--- config.mk ---
export PLATFORM = sky130hd
export DESIGN_NAME = hmac_unit
export DESIGN_NICKNAME = d
export VERILOG_FILES = /design/src/rtl/hmac_pkg.sv /design/src/rtl/hmac_decode.sv /design/src/rtl/hmac_half_pick.sv /design/src/rtl/hmac_mac.sv /design/src/rtl/hmac_unit.sv
export SDC_FILE = /design/constraint.sdc
export NUM_CORES = 1
export LEC_CHECK = 0
export BUFFER_PORTS_ARGS = -buffer_cell sky130_fd_sc_hd__buf_2
export CAP_MARGIN = 20
export CELL_PAD_IN_SITES_DETAIL_PLACEMENT = 1
export CELL_PAD_IN_SITES_GLOBAL_PLACEMENT = 1
export CORE_MARGIN = 10
export CORE_UTILIZATION = 38
export DETAILED_ROUTE_END_ITERATION = 12
export GPL_ROUTABILITY_DRIVEN = 0
export GPL_TIMING_DRIVEN = 0
export PLACE_DENSITY = 0.83
export SLEW_MARGIN = 25
export SYNTH_ARGS = -nofsm -noshare
export SYNTH_HDL_FRONTEND = slang
export SYNTH_SLANG_ARGS = --single-unit
--- constraint.sdc ---
create_clock -name clk -period 29 [get_ports clk]
set_input_delay 2.9 -clock clk [delete_from_list [all_inputs] [get_ports clk]]
set_output_delay 2.9 -clock clk [all_outputs]
set_load 0.01 [all_outputs]
--- src/rtl/hmac_pkg.sv ---
package hmac_pkg;

    localparam int INSN_W = 32;
    localparam int IDX_W  = 4;
    localparam int COND_W = 4;

    localparam logic [11:0]       CMP_OPCODE  = 12'hFB1;
    localparam logic [7:0]        CND_OPCODE  = 8'h10;
    localparam logic [IDX_W-1:0]  IDX_PC      = 4'd15;
    localparam logic [IDX_W-1:0]  IDX_SP      = 4'd13;
    localparam logic [COND_W-1:0] COND_ALWAYS = 4'hE;

    typedef struct packed {
        logic              match;
        logic              unpred;
        logic              acc_used;
        logic              sel_n_hi;
        logic              sel_m_hi;
        logic [COND_W-1:0] cond;
        logic [IDX_W-1:0]  dst;
        logic [IDX_W-1:0]  n_idx;
        logic [IDX_W-1:0]  m_idx;
        logic [IDX_W-1:0]  acc_idx;
    } dec_t;

    typedef enum logic [0:0] {
        ST_IDLE = 1'b0,
        ST_EMIT = 1'b1
    } st_t;

endpackage

--- src/rtl/hmac_decode.sv ---
module hmac_decode
    import hmac_pkg::*;
(
    input  logic              in_compact,
    input  logic [INSN_W-1:0] insn,
    output dec_t              dec
);

    function automatic logic hi_reg(input logic [IDX_W-1:0] idx);
        return (idx == IDX_SP) || (idx == IDX_PC);
    endfunction

    dec_t cmp_d;
    dec_t cnd_d;

    // compact halfword-pair form
    always_comb begin
        cmp_d          = '0;
        cmp_d.match    = (insn[31:20] == CMP_OPCODE) && (insn[7:6] == 2'b00);
        cmp_d.cond     = COND_ALWAYS;
        cmp_d.n_idx    = insn[19:16];
        cmp_d.acc_idx  = insn[15:12];
        cmp_d.dst      = insn[11:8];
        cmp_d.sel_n_hi = insn[5];
        cmp_d.sel_m_hi = insn[4];
        cmp_d.m_idx    = insn[3:0];
        cmp_d.acc_used = (insn[15:12] != IDX_PC);
        cmp_d.unpred   = cmp_d.match &&
                         (hi_reg(cmp_d.dst) || hi_reg(cmp_d.n_idx) ||
                          hi_reg(cmp_d.m_idx) || (cmp_d.acc_idx == IDX_SP));
    end

    // conditional 32-bit form
    always_comb begin
        cnd_d          = '0;
        cnd_d.match    = (insn[27:20] == CND_OPCODE) && insn[7] && !insn[4];
        cnd_d.cond     = insn[31:28];
        cnd_d.dst      = insn[19:16];
        cnd_d.acc_idx  = insn[15:12];
        cnd_d.m_idx    = insn[11:8];
        cnd_d.sel_m_hi = insn[6];
        cnd_d.sel_n_hi = insn[5];
        cnd_d.n_idx    = insn[3:0];
        cnd_d.acc_used = 1'b1;
        cnd_d.unpred   = cnd_d.match &&
                         ((cnd_d.dst == IDX_PC) || (cnd_d.n_idx == IDX_PC) ||
                          (cnd_d.m_idx == IDX_PC) || (cnd_d.acc_idx == IDX_PC));
    end

    always_comb begin
        dec = in_compact ? cmp_d : cnd_d;
    end

endmodule

--- src/rtl/hmac_half_pick.sv ---
module hmac_half_pick #(
    parameter int HALF_W = 16
) (
    input  logic [2*HALF_W-1:0] word,
    input  logic                take_hi,
    output logic [HALF_W-1:0]   half
);

    always_comb begin
        half = take_hi ? word[2*HALF_W-1:HALF_W] : word[HALF_W-1:0];
    end

endmodule

--- src/rtl/hmac_mac.sv ---
module hmac_mac #(
    parameter int HALF_W = 16
) (
    input  logic                sel_n_hi,
    input  logic                sel_m_hi,
    input  logic                acc_used,
    input  logic [2*HALF_W-1:0] val_n,
    input  logic [2*HALF_W-1:0] val_m,
    input  logic [2*HALF_W-1:0] val_acc,
    output logic [2*HALF_W-1:0] result,
    output logic                ovf
);

    localparam int WORD_W = 2 * HALF_W;
    localparam int N_OPS  = 2;
    localparam int MSB    = WORD_W - 1;

    logic [WORD_W-1:0] ops  [N_OPS];
    logic              sels [N_OPS];
    logic [HALF_W-1:0] hv   [N_OPS];

    always_comb begin
        ops[0]  = val_n;
        ops[1]  = val_m;
        sels[0] = sel_n_hi;
        sels[1] = sel_m_hi;
    end

    for (genvar g = 0; g < N_OPS; g++) begin : g_pick
        hmac_half_pick #(.HALF_W(HALF_W)) u_pick (
            .word    (ops[g]),
            .take_hi (sels[g]),
            .half    (hv[g])
        );
    end

    logic signed [WORD_W-1:0] ext_n;
    logic signed [WORD_W-1:0] ext_m;
    logic        [WORD_W-1:0] prod;
    logic        [WORD_W-1:0] addend;
    logic        [WORD_W-1:0] sum;

    always_comb begin
        ext_n  = $signed({{HALF_W{hv[0][HALF_W-1]}}, hv[0]});
        ext_m  = $signed({{HALF_W{hv[1][HALF_W-1]}}, hv[1]});
        prod   = WORD_W'(ext_n * ext_m);
        addend = acc_used ? val_acc : '0;
        sum    = prod + addend;
        result = sum;
        ovf    = acc_used && (prod[MSB] == addend[MSB]) && (sum[MSB] != prod[MSB]);
    end

endmodule

--- src/rtl/hmac_unit.sv ---
module hmac_unit
    import hmac_pkg::*;
#(
    parameter int HALF_W = 16
) (
    input  logic                clk,
    input  logic                rst,
    input  logic                in_valid,
    input  logic                in_compact,
    input  logic [INSN_W-1:0]   in_instr,
    input  logic [2*HALF_W-1:0] in_val_n,
    input  logic [2*HALF_W-1:0] in_val_m,
    input  logic [2*HALF_W-1:0] in_val_acc,
    input  logic                q_clear,
    output logic                out_valid,
    output logic                out_match,
    output logic                out_unpred,
    output logic                out_wr_en,
    output logic                out_acc_used,
    output logic [COND_W-1:0]   out_cond,
    output logic [IDX_W-1:0]    out_dst_idx,
    output logic [IDX_W-1:0]    out_n_idx,
    output logic [IDX_W-1:0]    out_m_idx,
    output logic [IDX_W-1:0]    out_acc_idx,
    output logic [2*HALF_W-1:0] out_result,
    output logic                q_flag
);

    localparam int WORD_W = 2 * HALF_W;

    dec_t              dec;
    logic [WORD_W-1:0] mac_res;
    logic              mac_ovf;
    logic              take_write;
    logic              q_set;

    hmac_decode u_dec (
        .in_compact (in_compact),
        .insn       (in_instr),
        .dec        (dec)
    );

    hmac_mac #(.HALF_W(HALF_W)) u_mac (
        .sel_n_hi (dec.sel_n_hi),
        .sel_m_hi (dec.sel_m_hi),
        .acc_used (dec.acc_used),
        .val_n    (in_val_n),
        .val_m    (in_val_m),
        .val_acc  (in_val_acc),
        .result   (mac_res),
        .ovf      (mac_ovf)
    );

    st_t state;
    st_t state_nx;

    always_comb begin
        take_write = in_valid && dec.match && !dec.unpred;
        q_set      = take_write && mac_ovf;
    end

    // next state: IDLE_TO_EMIT, EMIT_TO_EMIT, EMIT_TO_IDLE
    always_comb begin
        state_nx = state;
        unique case (state)
            ST_IDLE: state_nx = in_valid ? ST_EMIT : ST_IDLE;
            ST_EMIT: state_nx = in_valid ? ST_EMIT : ST_IDLE;
            default: state_nx = ST_IDLE;
        endcase
    end

    always_ff @(posedge clk) begin
        if (rst) state <= ST_IDLE;
        else     state <= state_nx;
    end

    always_ff @(posedge clk) begin
        if (rst) begin
            out_match    <= 1'b0;
            out_unpred   <= 1'b0;
            out_wr_en    <= 1'b0;
            out_acc_used <= 1'b0;
            out_cond     <= '0;
            out_dst_idx  <= '0;
            out_n_idx    <= '0;
            out_m_idx    <= '0;
            out_acc_idx  <= '0;
            out_result   <= '0;
            q_flag       <= 1'b0;
        end else begin
            out_wr_en <= take_write;
            if (in_valid) begin
                out_match    <= dec.match;
                out_unpred   <= dec.unpred;
                out_acc_used <= dec.acc_used;
                out_cond     <= dec.cond;
                out_dst_idx  <= dec.dst;
                out_n_idx    <= dec.n_idx;
                out_m_idx    <= dec.m_idx;
                out_acc_idx  <= dec.acc_idx;
                out_result   <= mac_res;
            end
            if (q_set)        q_flag <= 1'b1;
            else if (q_clear) q_flag <= 1'b0;
        end
    end

    assign out_valid = (state == ST_EMIT);

    AST_WE_NEEDS_MATCH: assert property (@(posedge clk) disable iff (rst)
        out_wr_en |-> (out_valid && out_match && !out_unpred));

    AST_Q_HOLD: assert property (@(posedge clk) disable iff (rst)
        (q_flag && !q_clear) |=> q_flag);

    AST_Q_RISE_CAUSE: assert property (@(posedge clk) disable iff (rst)
        $rose(q_flag) |-> (out_valid && out_wr_en && out_acc_used));

    AST_Q_FALL_CAUSE: assert property (@(posedge clk) disable iff (rst)
        $fell(q_flag) |-> $past(q_clear));

    AST_ONE_CYCLE: assert property (@(posedge clk) disable iff (rst)
        in_valid |=> out_valid);

endmodule

# --- Word-level counts from Yosys, hierarchy flattened ---
# Index checks and enable logic that the tools add are counted.
totals:
  register_bits: 58
  in_bits: 133
  output_inout_bits: 58
  word_cells: 57
op_classes:
  addsub: 1
  n_mul: 1
  eq_ne: 13
  n_mux: 7
  reduce_logical: 23
ops:
  columns: ["cell", "count"]
  rows:
  - ["adder 32 bit", 1]
  - ["equality test 4 bit (second input constant)", 8]
  - ["multiplier 16 x 16 -> 32 bit", 1]
  - ["2-to-1 mux 16 bit", 2]
  - ["2-to-1 mux 32 bit", 1]
  - ["2-to-1 mux 25 bit", 1]
  - ["equality test 12 bit (second input constant)", 1]
  - ["logical AND 1 bit", 10]
  - ["logical OR 1 bit", 9]
  - ["equality test 8 x 5 -> 1 bit (second input constant)", 1]
  - ["!= test 4 bit (second input constant)", 1]
  - ["2-to-1 mux 1 bit", 3]
  - ["logical NOT 1 bit", 2]
  - ["logical NOT 2 bit", 1]
  - ["nonzero test 2 bit", 1]
  - ["equality test 1 bit", 1]
  - ["!= test 1 bit", 1]

# --- Logic depth before layout (Yosys ltp) ---
logic_depth:
  word_depth: 14
  depth_mapped: 37
  ltp_nobuf: 35

# --- Hierarchy ---
# A second synthesis with hierarchy kept.
unflattened:
  hier_cells: 1608
  area_unflattened_um2: 14550.2
by_module_without_submodules:
  columns: ["mod", "instances", "cells_each", "area_per_inst_um2"]
  rows:
  - ["hmac_mac", 1, 1342, 11574.9]
  - ["hmac_unit", 1, 184, 2070.7]
  - ["hmac_half_pick", 2, 18, 249.0]
  - ["hmac_decode", 1, 46, 406.6]

# --- Least setup slack after synthesis ---
# No wires, ideal clock.
synth_timing:
  path_type: "input to register"
  startpoint: "input in_compact"
  endpoint: "register out_result[31]"
  setup_time_ns: 0.079
  arrival_time_ns: 11.446
  t_required_ns: 28.921
  slack_ns: 17.475
  cell_stages: 34
  path_buffers: 3
  cell_sequence: "buf_2 mux2i_1 buf_2 buf_2 mux2i_1 nor2_1 fa_1 inv_1 fa_1 fa_1 inv_1 fa_1 fa_1 inv_1 fa_1 inv_1 ha_1 a21o_2 a21oi_1 o21ai_0 a21o_1 a221o_1 a21oi_1 xnor2_1 ha_1 a21o_1 a21o_1 o21a_1 o211a_1 o22ai_1 o21ai_0 xnor2_1 xnor2_1 a211oi_2"
synth_via:
  elab_chain_cells: 4
synth_rtl:
  columns: ["item", "line", "rtl"]
  rows:
  - ["from (decl)", "hmac_unit.sv:9", "input logic in_compact,"]
  - ["2-to-1 mux 25 bit *", "hmac_decode.sv:51", "dec = in_compact ? cmp_d : cnd_d;"]
  - ["2-to-1 mux 16 bit", "hmac_half_pick.sv:10", "half = take_hi ? word[2*HALF_W-1:HALF_W] : word[HALF_W-1:0];"]
  - ["multiplier 16 x 16 -> 32 bit", "hmac_mac.sv:46", "prod = WORD_W'(ext_n * ext_m);"]
  - ["adder 32 bit *", "hmac_mac.sv:48", "sum = prod + addend;"]
  - ["to (signal assigned)", "hmac_unit.sv:101", "out_result <= mac_res;"]
  - ["to (decl)", "hmac_unit.sv:25", "output logic [2*HALF_W-1:0] out_result,"]
# Mark *: on every way between the ends. The rest lies on a longest branch, timed or not.
# A chain may end at the register's enable or synchronous reset.

# --- Worst setup path in the final report ---
# Ends and elaborated chain as after synthesis.

==> results_dict.tcl <==
set metrics [dict create \
    cp.required_ps 29200 \
    avgSynthCellArea_um2 8.70 \
    post_cts_buffers 0 \
    r2r_start "out_result[6]$_SDFFE_PP0P_" \
    grt_first_pass_wirelength_mm 78.1 \
    grtUsageTotal_pct 21.8 \
    relSlewSlack_pct 28.0 \
    reg2regPathDepth 3 \
    vias_per_cell 5.30 \
    ys_ff_latch 58 \
    numPortBuffers 186 \
    hold_start "out_unpred$_SDFFE_PP0P_" \
    ctsResizeCount 0 \
    route.vias.total 12200 \
    cp_common_cell "fa_1" \
    async_flop_share_pct 0 \
    start_util_pct 38.8 \
    yosysWarnings 0 \
    min_path_cells 1 \
    path_class "in2reg" \
    slowest_stage "mux2i_1" \
    finalWirelength_mm 49.1 \
    core_area_um2 36800 \
    synth_fp_nets 2148 \
    numCtsBuffers 9 \
    cp-end-kind "flip-flop" \
    synth_flop_cell "dfxtp_1" \
    max_freq_ghz 0.0769 \
    drive_gt1_share_pct 14.8 \
    rsz0062_at_grt "false" \
    yosysUniqueCellTypes 77 \
    holdBufCountCts 0 \
    nets 2345 \
    cts_buffer_depth 2 \
    tightest_slew_ps 1050 \
    grt_max_degree 11 \
    synth_area_leaders "fa_1 37%, ha_1 10%, inv_1 8.3%" \
    syn2layout_area_growth_pct 13.1 \
    multiInputGateArea_um2 11800 \
    critPathMaxStageDelay_ps 760 \
    crit_arrival_ps 13210 \
    maxSlewViolCount 0 \
    period_needed_ps 13010 \
    fill_cells 4457 \
    yosys.area.top_type "fa_1" \
    finalClockSkew_ps 0 \
    cts-root-buf "clkbuf_16" \
    insertion_delay_ps 330 \
    remaining_drc_errors 0 \
    register_area_um2 1160 \
    fin_setup_tns_ps 0 \
    die_w_um 214 \
    hpwl_mm 43.0 \
    netlist_instances 1638 \
    pin_count 191 \
    final_cells 2309 \
    status "completed" \
    synth_top_cell_area_share_pct 36.9 \
    hold_viol_final 0 \
    setup_viol 0 \
    yosysSeqAreaShare_pct 8.14 \
    min_path_type "reg2reg" \
    ys_top_cells_by_count "316 x inv_1, 263 x fa_1, 210 x nor2_1, 153 x nand2_1, 114 x ha_1" \
    cts.clk_slew.worst_paths_ps 50 \
    routedWlPerCell_um 21.3 \
    period_share_pct 44.9 \
    reg2reg_slack_ps 28200 \
    synth.most_common_cell "inv_1" \
    r2r-end "out_result[6]$_SDFFE_PP0P_" \
    grt_pass1_vias 14200 \
    htreeDepth 3 \
    first_pass_iters 5 \
    die_area_um2 45700 \
    hold_path_end "out_unpred$_SDFFE_PP0P_" \
    cts_sinks 58 \
    worstPathMaxFanout 10 \
    chipHeight_um 214 \
    synth-edff-count 0 \
    drtAntennaViolNets 0 \
    grt.overflow.total 0 \
    synth.cell_area_um2 14300 \
    dp.cells 2292 \
    drt_iter0_markers 552 \
    cts_tree "built" \
    drv_cap 0 \
    start_kind "input pin" \
    antenna_found_initial 8 \
    rows 70 \
]
worst max-delay path by stage:
stage	from	cells past startpoint	to	slack, ps
detailed placement	in_compact	34	out_result[31]$_SDFFE_PP0P_	15630
finish	in_compact	34	out_result[31]$_SDFFE_PP0P_	15990
floorplan	in_compact	34	out_result[31]$_SDFFE_PP0P_	17480
global route	in_compact	34	out_result[31]$_SDFFE_PP0P_	15370
CTS	in_compact	34	out_result[31]$_SDFFE_PP0P_	15930
global placement	in_compact	31	out_result[31]$_SDFFE_PP0P_	14970
metrics by stage:
stage               setup WS (ps)  hold slack, ps  cell area (um^2)  util (%)
floorplan                   17480             486             14300         -
global route                15370             499             16100      43.8
CTS                         15930             484             16100      43.8
finish                      15990             488             16100      43.8
detailed placement          15630             468             15800      43.0
global placement            14970             447             15800      42.9
cell families after synthesis:
logic type               Yosys count  synth area share (%)
AND/OR/NAND/NOR                  486                  14.9
adder cells (fa/ha/maj)          377                  46.9
buffers and inverters            361                  9.69
AO/OA/AOI/OAI                    217                  10.8
multiplexers                      85                  6.20
flip-flops                        58                  8.14
XOR/XNOR                          54                  3.32
critical path: cells and delay by family:
| kind | cells | cell delay, ps |
|---|---|---|
| adders and majority gates | 8 | 3780 |
| AOI/OAI and AO/OA | 10 | 2260 |
| muxes | 2 | 1440 |
| buffers and inverters | 7 | 1400 |
| xor gates and xnor gates | 3 | 720 |
| and+or+nand+nor | 4 | 710 |
cell usage in the layout, fill, tap and decap left out, types with 6 or more instances in the layout:
master	count
a211oi_1	24
a21o_1	19
a21oi_1	50
a31oi_1	6
and2_1	43
and3_1	7
buf_1	6
buf_2	190
clkbuf_1	30
clkbuf_16	9
dfxtp_1	58
fa_1	263
ha_1	114
inv_1	316
mux2_2	26
mux2i_1	47
mux2i_2	11
nand2_1	153
nand2b_1	13
nand3_1	15
nand4_1	6
nor2_1	210
nor3_1	10
o21a_1	15
o21ai_0	27
o21ai_1	6
o21bai_1	6
xnor2_1	41
xor2_1	13
sequential cells by signal, summed over array words and instances, names as in the netlist:
register      cells
out_n_idx         4
out_wr_en         1
out_dst_idx       4
out_match         1
out_acc_used      1
out_m_idx         4
out_acc_idx       4
q_flag            1
out_unpred        1
out_cond          4
out_result       32
out_valid         1
layout make-up:
class / instances / share of cell area (%)
diodes: 1 / 0.0155
plain buffers: 44 / 1.19
clock buffers: 11 / 1.51
clock inverters: 5 / 0.334
inverters: 317 / 7.38
multi-input cells: 1219 / 73.0
flip-flops and latches: 58 / 7.20
well taps: 468 / 3.63
repair buffers: 186 / 5.77
metal layers:
layer  GRT usage (%)  wire, um
met5               0        93
met4            6.06      1330
met3            5.24      3760
met2            38.3     24200
met1            26.1     19700
Power is not shown: default switching activity piles up to over one toggle a cycle in this logic, so the estimate is an artifact.
